<file path="config.mk">
export PLATFORM = sky130hd
export DESIGN_NAME = load_mode_selector
export DESIGN_NICKNAME = d
export VERILOG_FILES = /design/src/rtl/lms_pkg.sv /design/src/rtl/lms_phase_gen.sv /design/src/rtl/lms_load_sense.sv /design/src/rtl/lms_mode_ctrl.sv /design/src/rtl/load_mode_selector.sv
export SDC_FILE = /design/constraint.sdc
export NUM_CORES = 1
export LEC_CHECK = 0
export BUFFER_PORTS_ARGS = -buffer_cell sky130_fd_sc_hd__buf_2
export CAP_MARGIN = 40
export CORE_MARGIN = 5
export CORE_UTILIZATION = 50
export DETAILED_ROUTE_END_ITERATION = 10
export PLACE_DENSITY_LB_ADDON = 0.1
export SLEW_MARGIN = 30
export SYNTH_ARGS = -nofsm -noshare
export SYNTH_HDL_FRONTEND = slang
export SYNTH_HIERARCHICAL = 1
export SYNTH_SLANG_ARGS = --single-unit
</file>
<file path="constraint.sdc">
create_clock -name clk -period 2.3 [get_ports clk]
set_input_delay 0.69 -clock clk [delete_from_list [all_inputs] [get_ports clk]]
set_output_delay 0.69 -clock clk [all_outputs]
set_load 0.03 [all_outputs]
</file>
<file path="src/rtl/lms_pkg.sv">
package lms_pkg;
  typedef enum logic [1:0] {
    MD_CONT = 2'b00,
    MD_DISC = 2'b01,
    MD_CAPO = 2'b10
  } mode_t;

  typedef enum logic [2:0] {
    PS_IDLE = 3'd0,
    PS_A    = 3'd1,
    PS_GAPA = 3'd2,
    PS_B    = 3'd3,
    PS_GAPB = 3'd4
  } phase_st_t;
endpackage

</file>
<file path="src/rtl/lms_phase_gen.sv">
module lms_phase_gen
  import lms_pkg::*;
#(
  parameter int PH_CYC   = 2,
  parameter int DEAD_CYC = 1
) (
  input  logic clk,
  input  logic rst,
  input  logic cap_next,
  input  logic vout_low,
  output logic phase_a,
  output logic phase_b
);
  localparam int MAXC = (PH_CYC > DEAD_CYC) ? PH_CYC : DEAD_CYC;
  localparam int CW   = $clog2(MAXC + 1);
  localparam logic [CW-1:0] PH_LD   = CW'(PH_CYC - 1);
  localparam logic [CW-1:0] DEAD_LD = CW'(DEAD_CYC - 1);

  phase_st_t st;
  logic [CW-1:0] cnt;

  always_ff @(posedge clk) begin
    if (rst) begin
      st  <= PS_IDLE;
      cnt <= '0;
    end else if (!cap_next) begin
      st  <= PS_IDLE;
      cnt <= '0;
    end else begin
      case (st)
        PS_IDLE: if (vout_low) begin st <= PS_A; cnt <= PH_LD; end
        PS_A:    if (cnt == '0) begin st <= PS_GAPA; cnt <= DEAD_LD; end
                 else cnt <= cnt - 1'b1;
        PS_GAPA: if (cnt == '0) begin st <= PS_B; cnt <= PH_LD; end
                 else cnt <= cnt - 1'b1;
        PS_B:    if (cnt == '0) begin st <= PS_GAPB; cnt <= DEAD_LD; end
                 else cnt <= cnt - 1'b1;
        PS_GAPB: if (cnt == '0) st <= PS_IDLE;
                 else cnt <= cnt - 1'b1;
        default: begin st <= PS_IDLE; cnt <= '0; end
      endcase
    end
  end

  assign phase_a = (st == PS_A);
  assign phase_b = (st == PS_B);

  a_r4_no_overlap: assert property (@(posedge clk) disable iff (rst)
    !(phase_a && phase_b));
  a_r4_dead_after_a: assert property (@(posedge clk) disable iff (rst)
    $fell(phase_a) |-> !phase_b);
  a_r4_dead_after_b: assert property (@(posedge clk) disable iff (rst)
    $fell(phase_b) |-> !phase_a);
  a_r3_start_needs_low: assert property (@(posedge clk) disable iff (rst)
    $rose(phase_a) |-> $past(vout_low));
  a_r5_quiet_outside_cap: assert property (@(posedge clk) disable iff (rst)
    !cap_next |=> (!phase_a && !phase_b));
endmodule

</file>
<file path="src/rtl/lms_load_sense.sv">
module lms_load_sense #(
  parameter int N1 = 4,
  parameter int N2 = 3
) (
  input  logic clk,
  input  logic rst,
  input  logic cap_mode,
  input  logic win_tick,
  input  logic phase_a,
  output logic go
);
  localparam logic [N1-1:0] C1_TOP = '1;
  localparam logic [N2-1:0] C2_TOP = '1;

  logic          pa_d;
  logic [N1-1:0] c1;
  logic [N2-1:0] c2;
  logic          wseen;
  logic          rise;
  logic          wrap;

  assign rise = phase_a & ~pa_d;
  assign wrap = cap_mode & ~win_tick & rise & (c1 == C1_TOP);
  assign go   = wrap & (c2 == C2_TOP);

  always_ff @(posedge clk) begin
    if (rst) begin
      pa_d  <= 1'b0;
      c1    <= '0;
      c2    <= '0;
      wseen <= 1'b0;
    end else begin
      pa_d <= phase_a;
      if (!cap_mode) begin
        c1    <= '0;
        c2    <= '0;
        wseen <= 1'b0;
      end else if (win_tick) begin
        c1 <= '0;
        if (!wseen) c2 <= '0;
        wseen <= 1'b0;
      end else if (rise) begin
        c1 <= c1 + 1'b1;
        if (c1 == C1_TOP) begin
          wseen <= 1'b1;
          c2    <= c2 + 1'b1;
        end
      end
    end
  end

  a_r8_tick_clears_short: assert property (@(posedge clk) disable iff (rst)
    (cap_mode && win_tick) |=> (c1 == '0));
  a_r9_empty_window_clears: assert property (@(posedge clk) disable iff (rst)
    (cap_mode && win_tick && !wseen) |=> (c2 == '0));
  a_r6_one_step: assert property (@(posedge clk) disable iff (rst)
    (cap_mode && !win_tick && rise) |=> (c1 == $past(c1) + 1'b1));
endmodule

</file>
<file path="src/rtl/lms_mode_ctrl.sv">
module lms_mode_ctrl
  import lms_pkg::*;
(
  input  logic       clk,
  input  logic       rst,
  input  logic       go,
  input  logic       dn_req,
  output mode_t      mode,
  output mode_t      mode_n,
  output logic       ind_en
);
  always_comb begin
    mode_n = mode;
    if (mode == MD_CAPO && go)          mode_n = MD_DISC;
    else if (mode == MD_DISC && dn_req) mode_n = MD_CAPO;
  end

  always_ff @(posedge clk) begin
    if (rst) begin
      mode   <= MD_CAPO;
      ind_en <= 1'b0;
    end else begin
      mode   <= mode_n;
      ind_en <= (mode_n == MD_DISC);
    end
  end

  a_r10_fallback: assert property (@(posedge clk) disable iff (rst)
    (mode == MD_DISC && dn_req) |=> (mode == MD_CAPO));
  a_r11_dn_ignored: assert property (@(posedge clk) disable iff (rst)
    (mode == MD_CAPO && dn_req && !go) |=> (mode == MD_CAPO));
  a_r7_enable_from_go: assert property (@(posedge clk) disable iff (rst)
    $rose(ind_en) |-> $past(go));
  a_r2_legal_code: assert property (@(posedge clk) disable iff (rst)
    (mode == MD_DISC) || (mode == MD_CAPO));
endmodule

</file>
<file path="src/rtl/load_mode_selector.sv">
module load_mode_selector
  import lms_pkg::*;
#(
  parameter int N1       = 4,
  parameter int N2       = 3,
  parameter int PH_CYC   = 2,
  parameter int DEAD_CYC = 1
) (
  input  logic       clk,
  input  logic       rst,
  input  logic       vout_low,
  input  logic       win_tick,
  input  logic       dn_req,
  output logic       phase_a,
  output logic       phase_b,
  output logic [1:0] mode_code,
  output logic       ind_en
);
  mode_t mode;
  mode_t mode_n;
  logic  go;
  logic  cap_mode;
  logic  cap_next;

  assign cap_mode  = (mode == MD_CAPO);
  assign cap_next  = (mode_n == MD_CAPO);
  assign mode_code = mode;

  lms_phase_gen #(.PH_CYC(PH_CYC), .DEAD_CYC(DEAD_CYC)) u_phase (
    .clk(clk), .rst(rst), .cap_next(cap_next), .vout_low(vout_low),
    .phase_a(phase_a), .phase_b(phase_b)
  );

  lms_load_sense #(.N1(N1), .N2(N2)) u_sense (
    .clk(clk), .rst(rst), .cap_mode(cap_mode), .win_tick(win_tick),
    .phase_a(phase_a), .go(go)
  );

  lms_mode_ctrl u_mode (
    .clk(clk), .rst(rst), .go(go), .dn_req(dn_req),
    .mode(mode), .mode_n(mode_n), .ind_en(ind_en)
  );

  a_r5_disc_quiet: assert property (@(posedge clk) disable iff (rst)
    (mode_code == 2'b01) |-> (!phase_a && !phase_b));
  a_r2_enable_tracks_mode: assert property (@(posedge clk) disable iff (rst)
    ind_en == (mode_code == 2'b01));
endmodule

</file>
==> out/metrics.cfg, run 1 <==
[routing]
detailedRoute.firstIterationViolations = 7
postRouteWirelength_um = 1680
detail_route.first_pass.iterations = 4
post_drt_via_cell_ratio = 5.27
route.detailed.wl_per_inst_um = 12.1
remaining_drc_errors = 0
num_vias = 732
antenna_violating_nets_post_route = 0

[place]
weighted_congestion_reported_at_the_end_of_routability_driven_placement = 0.705
placed_area_um2 = 1080
dp_hpwl_um = 1320
pre_cts_slack_ns = 0.263
placement.io_buffers = 9

[synthesis]
synth_nets = 111
yosysUniqueCellTypes = 39
synth_seq_area_share_pct = 35.5
synth.area.top_cells = sky130_fd_sc_hd__dfxtp_1 35%, sky130_fd_sc_hd__ha_1 7.8%, sky130_fd_sc_hd__mux2i_1 4.2%
yosys.area.top_type_share_pct = 35.5
number_of_register_bits_inferred_by_synthesis = 17
synth-warning-count = 6
synth_area_um2 = 960
asyncSetResetFlopFracSynth_pct = 0
synth_area_per_cell_um2 = 9.60
synthFlopType = sky130_fd_sc_hd__dfxtp_1
number_of_enable_flip_flop_cells_after_synthesis = 0
synth_largest_area_cell = sky130_fd_sc_hd__dfxtp_1
post_synth_inst_count = 100

[clock_tree]
cts_resized = 0
clock_latency_ns = 0.29
cts_tree = yes
buffer_levels_on_the_longest_clock_path = 2
postCtsSetupRepairBufs = 0
cts.sink_count = 17
cts_hold_buffers = 0
cts_inserted_buffers = 3
cts.root.buffer_cell = sky130_fd_sc_hd__clkbuf_4
htreeDepth = 1
cts.reportedPaths.clkPinSlew_ns = 0.10

[critical_path]
reg2reg_depth = 10
cells_traversed_along_the_worst_timing_path = nor3b_4 -> nand2b_4 -> nor4b_4 -> and3_4 -> or2b_1 -> nand2_1 -> nor2b_4 -> nand2b_4 -> a211oi_1 -> a32o_1
setup.worst_path.end_class = flip-flop
timing.rr.start = u_phase/st[2]
start_kind = flip-flop
cp-startpoint = u_phase/st[2]
crit_path_top_delay_cell = sky130_fd_sc_hd__dfxtp_1
worst_path_most_repeated_cell = sky130_fd_sc_hd__nand2b_4
critical_path.max_stage_delay_ns = 0.35
reg2reg_slack_ns = 0.27
critical_path.reg2reg.endpoint = u_phase/cnt[0]
worstSetupPathType = reg -> reg
cp.required_ns = 2.49
critPathArrivalTime_ns = 2.22
crit_fanout = 5
worstSetupEndpoint = u_phase/cnt[0]

[sta]
timing.final.hold_violations = 0
period_minus_slack_ns = 2.03
finalMaxSlewViolations = 0
timing.clock.skew_ns = 0.00799
whs_ns = 0.480
finalWorstSetupSlack_ns = 0.273
worst_slew_pin_slew_ns = 0.491
slew_headroom_pct = 67.2
maxClockFrequency_mhz = 493
rsz0062_at_grt = false
setup_viol_count_final = 0
post-route-period-util_pct = 88.1

[floorplanning]
io_pins = 10
starting_density_of_the_core_pct = 53.8
dieArea_um2 = 2900
dieHeight_um = 53.8
placementRows = 15
core_area_um2 = 1780
die_x_um = 53.8

[status]
outcome = finished, final reports clean

[global_route]
grtUsageMet2_pct = 25.6
grt_start_max_net_pins = 10
grt-busiest-layer = met2
grt_first_pass_wirelength_um = 3020
first_global_vias = 740
global_route.usage.met1_pct = 16.4
grt.total_usage_pct = 14.3
groute.layer.met3.usage_pct = 4.99
grt_antenna_before_repair = 0
grt-ovfl-total = 0

[flow_run]
maxCapViolCount = 0

[pwr]
leakage_nw = 0.467
vdd_ir_drop_max_uv = 410
p_total_w = 0.000653
power_density_nw_per_um2 = 591

[layout]
fin_nets = 126
fin_area_um2 = 1100
n_antenna_cell = 0
most-common-layout-cells = 17 x sky130_fd_sc_hd__dfxtp_1, 9 x sky130_fd_sc_hd__buf_2, 6 x sky130_fd_sc_hd__nor2b_1, 6 x sky130_fd_sc_hd__ha_1
regArea_um2 = 340
multiInputGateArea_um2 = 609
fillerInstances = 159
flow.area_growth_from_synthesis_pct = 15.1
drive_gt1_share_pct = 28.9
most_common_cell_after_layout_fill_and_taps_aside = sky130_fd_sc_hd__dfxtp_1

[hold_path]
worst_hold_path_type = reg -> reg

-- report_power, final --
part / switching (W) / total (W) / internal, W
sequential: 0.0000144 / 0.000325 / 0.000311
combinational: 0.0000921 / 0.000169 / 0.0000768
clock: 0.0000912 / 0.000159 / 0.0000673
-- stage by stage --
step,cells,utilization [%],TNS [ns]
final,139,62.0,0
after global routing,139,62.0,0
after CTS,139,62.0,0
after detailed placement,135,60.5,0
after global placement,135,60.5,0
after floorplan,100,-,-0.0629
-- kinds of logic (layout without fill, tap and decap cells) --
| kind of cell | Yosys count | in the layout | share of synthesized area [%] |
|---|---|---|---|
| multiplexers | 5 | 5 | 5.35 |
| adder cells (fa/ha/maj) | 6 | 6 | 7.82 |
| AND/OR/NAND/NOR | 48 | 48 | 34.4 |
| flip-flops | 17 | 17 | 35.5 |
| AO/OA/AOI/OAI | 13 | 13 | 10.0 |
| XOR/XNOR | 3 | 3 | 2.74 |
| buffers and inverters | 8 | 22 | 4.17 |
-- worst max-delay path, delay by kind of cell, from the launching register on --
| kind | cells | cell delay (ns) |
|---|---|---|
| AO/OA/AOI/OAI | 2 | 0.26 |
| AND/OR/NAND/NOR | 8 | 1.33 |
| flip-flops | 1 | 0.35 |
-- state kept, by name, summed over array words and instances, names as in the netlist --
register,count
u_sense/wseen,1
u_sense/pa_d,1
u_mode/mode,2
u_mode/ind_en,1
u_phase/st,3
u_sense/c2,3
u_sense/c1,4
u_phase/cnt,2
-- final cells by class --
cell class	count	share of cell area, %
Sequential cell	17	30.8
Clock buffer	4	2.38
Timing Repair Buffer	14	7.47
Inverter	4	1.36
Multi-Input combinational cell	75	55.2
Tap cell	25	2.83
-- Yosys cell counts (2+ instances only) --
library cell               count
sky130_fd_sc_hd__a21oi_1       3
sky130_fd_sc_hd__buf_2         2
sky130_fd_sc_hd__dfxtp_1      17
sky130_fd_sc_hd__ha_1          6
sky130_fd_sc_hd__inv_1         4
sky130_fd_sc_hd__mux2i_1       4
sky130_fd_sc_hd__nand2_1       5
sky130_fd_sc_hd__nand2b_1      4
sky130_fd_sc_hd__nand3_1       4
sky130_fd_sc_hd__nand3b_1      3
sky130_fd_sc_hd__nor2_1        6
sky130_fd_sc_hd__nor2b_1       6
sky130_fd_sc_hd__nor2b_4       2
sky130_fd_sc_hd__nor3_1        4
sky130_fd_sc_hd__o21a_1        2
sky130_fd_sc_hd__o21ai_0       3
sky130_fd_sc_hd__xor2_1        3
-- layer usage --
layer | up-vias | share of wire (%) | wire length [um]
met4 | 0 | 0.72 | 12
met1 | 335 | 47 | 787
met2 | 15 | 47 | 787
li1 | 380 | - | -
met5 | - | 0 | 0
met3 | 2 | 5.3 | 88
-- how the worst min path moves through the flow --
stage                              from            end  slack, ns  cells past startpoint
after floorplan           u_sense/wseen  u_sense/wseen       0.43                      1
after global placement    u_sense/wseen  u_sense/wseen       0.44                      1
after detailed placement  u_sense/wseen  u_sense/wseen       0.47                      1
after CTS                 u_sense/wseen  u_sense/wseen       0.49                      1
after global routing      u_sense/c2[2]  u_sense/c2[2]       0.52                      2
final                     u_sense/wseen  u_sense/wseen       0.48                      1
(Power assumes the default switching activity.)
==> run 2: changes to the inputs <==
Settings changed: GPL_ROUTABILITY_DRIVEN set to 0, MAX_ROUTING_LAYER set to met4.
==> run 2 against run 1 <==
Compared with the run above: maximum frequency about the same; sequential power about the same; largest cell class unchanged; sequential cell count unchanged; core utilization unchanged.
==> out/metrics.cfg, run 2 (synthesis results as in run 1) <==
[global_route]
first_global_vias = 740  ; unchanged
grt-ovfl-total = 0  ; unchanged
grt.total_usage_pct = 14.7  ; +0.41 points
grt_antenna_before_repair = 0  ; unchanged
grt_first_pass_wirelength_um = 3020  ; +0.23%
grt_start_max_net_pins = 10  ; unchanged

[pwr]
seq_power_share_pct = 49.9  ; about the same
cell_internal_pwr_w = 0.000455  ; about the same
power_density_nw_per_um2 = 590  ; -0.14%
vdd_ir_drop_max_uv = 409  ; -0.21%
switching_power_w = 0.000197  ; -0.46%
switching_share_pct = 30.2  ; -0.094 points
clkPwrFrac_pct = 24.2  ; about the same
comb_power_share_pct = 25.9  ; about the same
p_total_w = 0.000652  ; -0.14%
leakage_nw = 0.467  ; unchanged

[critical_path]
cells_traversed_along_the_worst_timing_path = nor3b_4 -> nand2b_4 -> nor4b_4 -> and3_4 -> or2b_1 -> nand2_1 -> nor2b_4 -> nand2b_4 -> a211oi_1 -> a32o_1
cp.required_ns = 2.49  ; about the same
setup.worst_path.end_class = flip-flop
critPathArrivalTime_ns = 2.22  ; about the same
worst_path_most_repeated_cell = sky130_fd_sc_hd__nand2b_4
critical_path.max_stage_delay_ns = 0.35  ; about the same
crit_path_top_delay_cell = sky130_fd_sc_hd__dfxtp_1
start_kind = flip-flop
crit_fanout = 5  ; unchanged
worstSetupPathType = reg -> reg

[layout]
largest_register_ffs = 4  ; unchanged
most-common-layout-cells = 17 x sky130_fd_sc_hd__dfxtp_1, 9 x sky130_fd_sc_hd__buf_2, 6 x sky130_fd_sc_hd__nor2b_1, 6 x sky130_fd_sc_hd__ha_1
finalNonFillerCells = 139  ; unchanged
registers.top_by_ff_count = u_sense/c1
most_common_cell_after_layout_fill_and_taps_aside = sky130_fd_sc_hd__dfxtp_1
n_antenna_cell = 0  ; unchanged
layout_top_registers = u_sense/c1: 4 flops, u_phase/st: 3 flops, u_sense/c2: 3 flops
flow.area_growth_from_synthesis_pct = 15.1  ; unchanged
drive_gt1_share_pct = 28.9  ; unchanged
fin_nets = 126  ; unchanged

[sta]
rsz0062_at_grt = false
worst_slew_pin_slew_ns = 0.495  ; +0.00372 ns
timing.final.hold_violations = 0  ; unchanged
finalMaxSlewViolations = 0  ; unchanged
maxClockFrequency_mhz = 493  ; about the same
period_minus_slack_ns = 2.03  ; +0.000844 ns
slew_headroom_pct = 66.9  ; -0.25 points
timing.clock.skew_ns = 0.00723  ; -0.000758 ns
post-route-period-util_pct = 88.1  ; about the same
summed_negative_setup_slack_over_all_endpoints_ns = 0  ; unchanged
whs_ns = 0.480  ; +0.00000200 ns
setup_viol_count_final = 0  ; unchanged

[clock_tree]
cts.root.buffer_cell = sky130_fd_sc_hd__clkbuf_4
cts_resized = 0  ; unchanged
cts_inserted_buffers = 3  ; unchanged
cts.reportedPaths.clkPinSlew_ns = 0.10  ; about the same
postCtsSetupRepairBufs = 0  ; unchanged
cts.sink_count = 17  ; unchanged
cts_hold_buffers = 0  ; unchanged
clock_latency_ns = 0.29  ; about the same
htreeDepth = 1  ; unchanged
cts_tree = yes
buffer_levels_on_the_longest_clock_path = 2  ; unchanged

[routing]
detail_route.first_pass.iterations = 4  ; unchanged
remaining_drc_errors = 0  ; unchanged
postRouteWirelength_um = 1670  ; -0.30%
num_vias = 723  ; -1.2%
post_drt_via_cell_ratio = 5.20  ; -1.2%
detailedRoute.firstIterationViolations = 5  ; -2
route.detailed.wl_per_inst_um = 12.0  ; -0.30%
antenna_violating_nets_post_route = 0  ; unchanged

[place]
placement.io_buffers = 9  ; unchanged
post-place-cells = 135  ; unchanged
dp_hpwl_um = 1320  ; unchanged

[floorplanning]
die_x_um = 53.8  ; unchanged
core_area_um2 = 1780  ; unchanged
placementRows = 15  ; unchanged
io_pins = 10  ; unchanged
dieArea_um2 = 2900  ; unchanged
starting_density_of_the_core_pct = 53.8  ; unchanged
dieHeight_um = 53.8  ; unchanged

[status]
outcome = finished, final reports clean

[hold_path]
worst_hold_path_type = reg -> reg

[flow_run]
maxCapViolCount = 0  ; unchanged

run 2: cell type report:
| type | instances | area (um^2) |
|---|---|---|
| Timing Repair Buffer | 14 | 82.6 |
| Inverter | 4 | 15.0 |
| Clock buffer | 4 | 26.3 |
| Sequential cell | 17 | 340 |
| Fill cell | 159 | 678 |
| Multi-Input combinational cell | 75 | 609 |
| Tap cell | 25 | 31.3 |
run 2: per-stage QoR:
step	utilization [%]	instance area, um^2	setup slack, ns
4_1_cts	62.0	1100	0.262
6_report	62.0	1100	0.273
2_1_floorplan	-	1000	-0.0629
5_1_grt	62.0	1100	0.122
3_3_place_gp	60.5	1080	0.286
3_5_place_dp	60.5	1080	0.263
run 2: worst max-delay path, delay by kind of cell, from the launching register on:
family | cells | cell delay, ns
AO/OA/AOI/OAI | 2 | 0.26
AND/OR/NAND/NOR | 8 | 1.33
flip-flops | 1 | 0.35
run 2: per-layer routing:
metal | track usage (%) | part of all wire (%)
met5 | - | 0
met4 | 2.55 | 0.78
met3 | 4.99 | 4.8
met2 | 25.6 | 46
met1 | 16.4 | 48
run 2: power groups by stage:
stage	Combinational, W	Sequential (W)	Clock, W
CTS	0.000170	0.000325	0.000166
floorplan	0.000140	0.000326	0
detailed placement	0.000168	0.000332	0
global route	0.000186	0.000328	0.000181
finish	0.000169	0.000325	0.000158
global placement	0.000165	0.000332	0
run 2: path summary, 6_finish.rpt:
kind                 startpoint             end  slack, ns  depth (start not counted)
setup / recovery  u_phase/st[2]  u_phase/cnt[0]       0.27                         10
hold / removal    u_sense/wseen   u_sense/wseen       0.48                          1
setup reg to reg  u_phase/st[2]  u_phase/cnt[0]       0.27                         10
hold reg to reg   u_sense/wseen   u_sense/wseen       0.48                          1
==> run 3: changes to the inputs <==
Settings changed: RECOVER_POWER set to 100.
==> run 3 against run 2 <==
Compared with the run above: wire length grew 0.54%; sequential share of layout area up 0.64 points; non-clock buffer count unchanged; first-iteration DRC count is the same; register-to-register slack about the same; cell count unchanged; clock skew increased by 0.00067 ns; core utilization down 1.3 points; combinational power about the same; largest cell class unchanged; sequential power is essentially flat; largest power group unchanged; via count up 0.28%.
==> out/metrics.cfg, run 3 (synthesis results as in run 1) <==
[sta]
slew_headroom_pct = 67.1  ; +0.21 points
rsz0062_at_grt = false
post-route-period-util_pct = 90.2  ; +2.0 points
finalMaxSlewViolations = 0  ; unchanged
finalWorstSetupSlack_ns = 0.226  ; -0.0466 ns
worst_slew_pin_slew_ns = 0.492  ; -0.00308 ns
timing.clock.skew_ns = 0.00791  ; +0.000673 ns
setup_viol_count_final = 0  ; unchanged
maxClockFrequency_mhz = 482  ; -2.2%
timing.final.hold_violations = 0  ; unchanged
period_minus_slack_ns = 2.07  ; +0.0466 ns

[clock_tree]
cts.root.buffer_cell = sky130_fd_sc_hd__clkbuf_4
cts_tree = yes
cts.reportedPaths.clkPinSlew_ns = 0.10  ; about the same
htreeDepth = 1  ; unchanged
cts_inserted_buffers = 3  ; unchanged
clock_latency_ns = 0.29  ; about the same
cts.sink_count = 17  ; unchanged
cts_resized = 0  ; unchanged
cts_hold_buffers = 0  ; unchanged
postCtsSetupRepairBufs = 0  ; unchanged
buffer_levels_on_the_longest_clock_path = 2  ; unchanged

[routing]
post_drt_via_cell_ratio = 5.22  ; +0.28%
route.detailed.wl_per_inst_um = 12.1  ; +0.54%
postRouteWirelength_um = 1680  ; +0.54%
num_vias = 725  ; +0.28%
detail_route.first_pass.iterations = 4  ; unchanged
antenna_violating_nets_post_route = 0  ; unchanged
remaining_drc_errors = 0  ; unchanged
detailedRoute.firstIterationViolations = 5  ; unchanged

[pwr]
power_density_nw_per_um2 = 601  ; +1.9%
seq_power_share_pct = 50.0  ; about the same
leakage_nw = 0.440  ; -5.9%
switching_power_w = 0.000197  ; +0.23%
cell_internal_pwr_w = 0.000453  ; -0.36%
comb_power_share_pct = 25.7  ; -0.2 points
switching_share_pct = 30.3  ; +0.13 points
p_total_w = 0.000651  ; -0.18%
clkPwrFrac_pct = 24.3  ; about the same
vdd_ir_drop_max_uv = 409  ; +0.11%

[place]
placement.io_buffers = 9  ; unchanged
pre_cts_slack_ns = 0.263  ; unchanged
post-place-cells = 135  ; unchanged
dp_hpwl_um = 1320  ; unchanged

[global_route]
global_route.usage.met1_pct = 16.4  ; unchanged
grtUsageMet2_pct = 25.6  ; unchanged
grt_antenna_before_repair = 0  ; unchanged
grt.total_usage_pct = 14.7  ; unchanged
grt-busiest-layer = met2
grt_start_max_net_pins = 10  ; unchanged
grt_first_pass_wirelength_um = 3020  ; unchanged
grt-ovfl-total = 0  ; unchanged
first_global_vias = 740  ; unchanged
groute.layer.met3.usage_pct = 4.99  ; unchanged

[layout]
most_common_cell_after_layout_fill_and_taps_aside = sky130_fd_sc_hd__dfxtp_1
registers.top_by_ff_count = u_sense/c1
n_antenna_cell = 0  ; unchanged
finalNonFillerCells = 139  ; unchanged
most-common-layout-cells = 17 x sky130_fd_sc_hd__dfxtp_1, 7 x sky130_fd_sc_hd__nor2b_1, 6 x sky130_fd_sc_hd__clkbuf_1, 6 x sky130_fd_sc_hd__ha_1
flow.area_growth_from_synthesis_pct = 12.8
layout_top_registers = u_sense/c1: 4 flops, u_phase/st: 3 flops, u_sense/c2: 3 flops
fillerInstances = 168  ; +5.7%
largest_register_ffs = 4  ; unchanged
drive_gt1_share_pct = 21.1  ; -7.9 points
fin_nets = 126  ; unchanged

[floorplanning]
placementRows = 15  ; unchanged
starting_density_of_the_core_pct = 53.8  ; unchanged
dieHeight_um = 53.8  ; unchanged
die_x_um = 53.8  ; unchanged
core_area_um2 = 1780  ; unchanged
dieArea_um2 = 2900  ; unchanged
io_pins = 10  ; unchanged

[critical_path]
setup.worst_path.end_class = output port
timing.rr.start = u_phase/st[2]
cp.required_ns = 1.61  ; -0.88 ns
reg2reg_depth = 10  ; unchanged
crit_fanout = 3  ; -2
start_kind = flip-flop
critPathArrivalTime_ns = 1.38  ; -0.84 ns
critical_path.reg2reg.endpoint = u_phase/cnt[0]
reg2reg_slack_ns = 0.26  ; about the same
worstSetupPathType = reg -> out

[flow_run]
maxCapViolCount = 0  ; unchanged

[hold_path]
worst_hold_path.num_cells = 1  ; unchanged
timing.hold.worst.start = u_sense/wseen
min_delay_worst_endpoint = u_sense/wseen
worst_hold_path_type = reg -> reg

[status]
outcome = finished, final reports clean

-- run 3: cell types whose count changed in the layout (fill, tap and decap cells not counted) --
cell                       change
sky130_fd_sc_hd__a21oi_1       +1
sky130_fd_sc_hd__a21oi_2       -1
sky130_fd_sc_hd__and3_1        +1
sky130_fd_sc_hd__and3_4        -1
sky130_fd_sc_hd__buf_2         -5
sky130_fd_sc_hd__clkbuf_1      +5
sky130_fd_sc_hd__inv_1         +1
sky130_fd_sc_hd__inv_2         -1
sky130_fd_sc_hd__nor2b_1       +1
sky130_fd_sc_hd__nor2b_4       -1
-- run 3: critical path, stage by stage (launching register included) --
cell and delay (ns):
sky130_fd_sc_hd__dfxtp_1 0.35, sky130_fd_sc_hd__nor3b_4 0.27, sky130_fd_sc_hd__buf_4 0.17, sky130_fd_sc_hd__clkbuf_1 0.31
-- run 3: final cells by class --
class / instances / area [um^2] / share of cell area, %
clock buffers: 4 / 26.3 / 2.43
inverters: 4 / 15.0 / 1.39
multi-input cells: 75 / 593 / 54.8
flip-flops and latches: 17 / 340 / 31.4
well taps: 25 / 31.3 / 2.89
repair buffers: 14 / 76.3 / 7.05
-- run 3: worst max-delay path by stage --
stage,from,endpoint,slack [ns],depth (start not counted)
floorplan,u_phase/st[2],u_phase/cnt[0],-0.06,11
global placement,win_tick,u_phase/cnt[0],0.29,9
detailed placement,win_tick,u_phase/cnt[0],0.26,9
CTS,u_phase/st[2],u_phase/cnt[0],0.26,10
global route,u_phase/st[2],u_phase/cnt[0],0.07,10
finish,u_phase/st[2],phase_a,0.23,3
-- run 3: per-layer routing --
| layer | wire (um) | vias to the layer above | share of wire [%] |
|---|---|---|---|
| li1 | - | 379 | - |
| met5 | 0 | - | 0 |
| met1 | 801 | 328 | 48 |
| met3 | 83 | 2 | 4.9 |
| met2 | 781 | 16 | 46 |
| met4 | 13 | 0 | 0.77 |
-- run 3: power groups by stage --
stage | Sequential (W) | Combinational (W) | Clock [W]
2_1_floorplan | 0.000326 | 0.000140 | 0
3_3_place_gp | 0.000332 | 0.000165 | 0
3_5_place_dp | 0.000332 | 0.000168 | 0
4_1_cts | 0.000325 | 0.000170 | 0.000166
5_1_grt | 0.000328 | 0.000184 | 0.000181
6_report | 0.000325 | 0.000167 | 0.000158
-- run 3: per-stage QoR --
stage	hold slack, ns	TNS [ns]	area [um^2]	utilization [%]
final	0.480	0	1080	60.7
after detailed placement	0.467	0	1080	60.5
after floorplan	0.432	-0.0629	1000	-
after global placement	0.440	0	1080	60.5
after global routing	0.517	0	1080	60.7
after CTS	0.490	0	1100	62.0
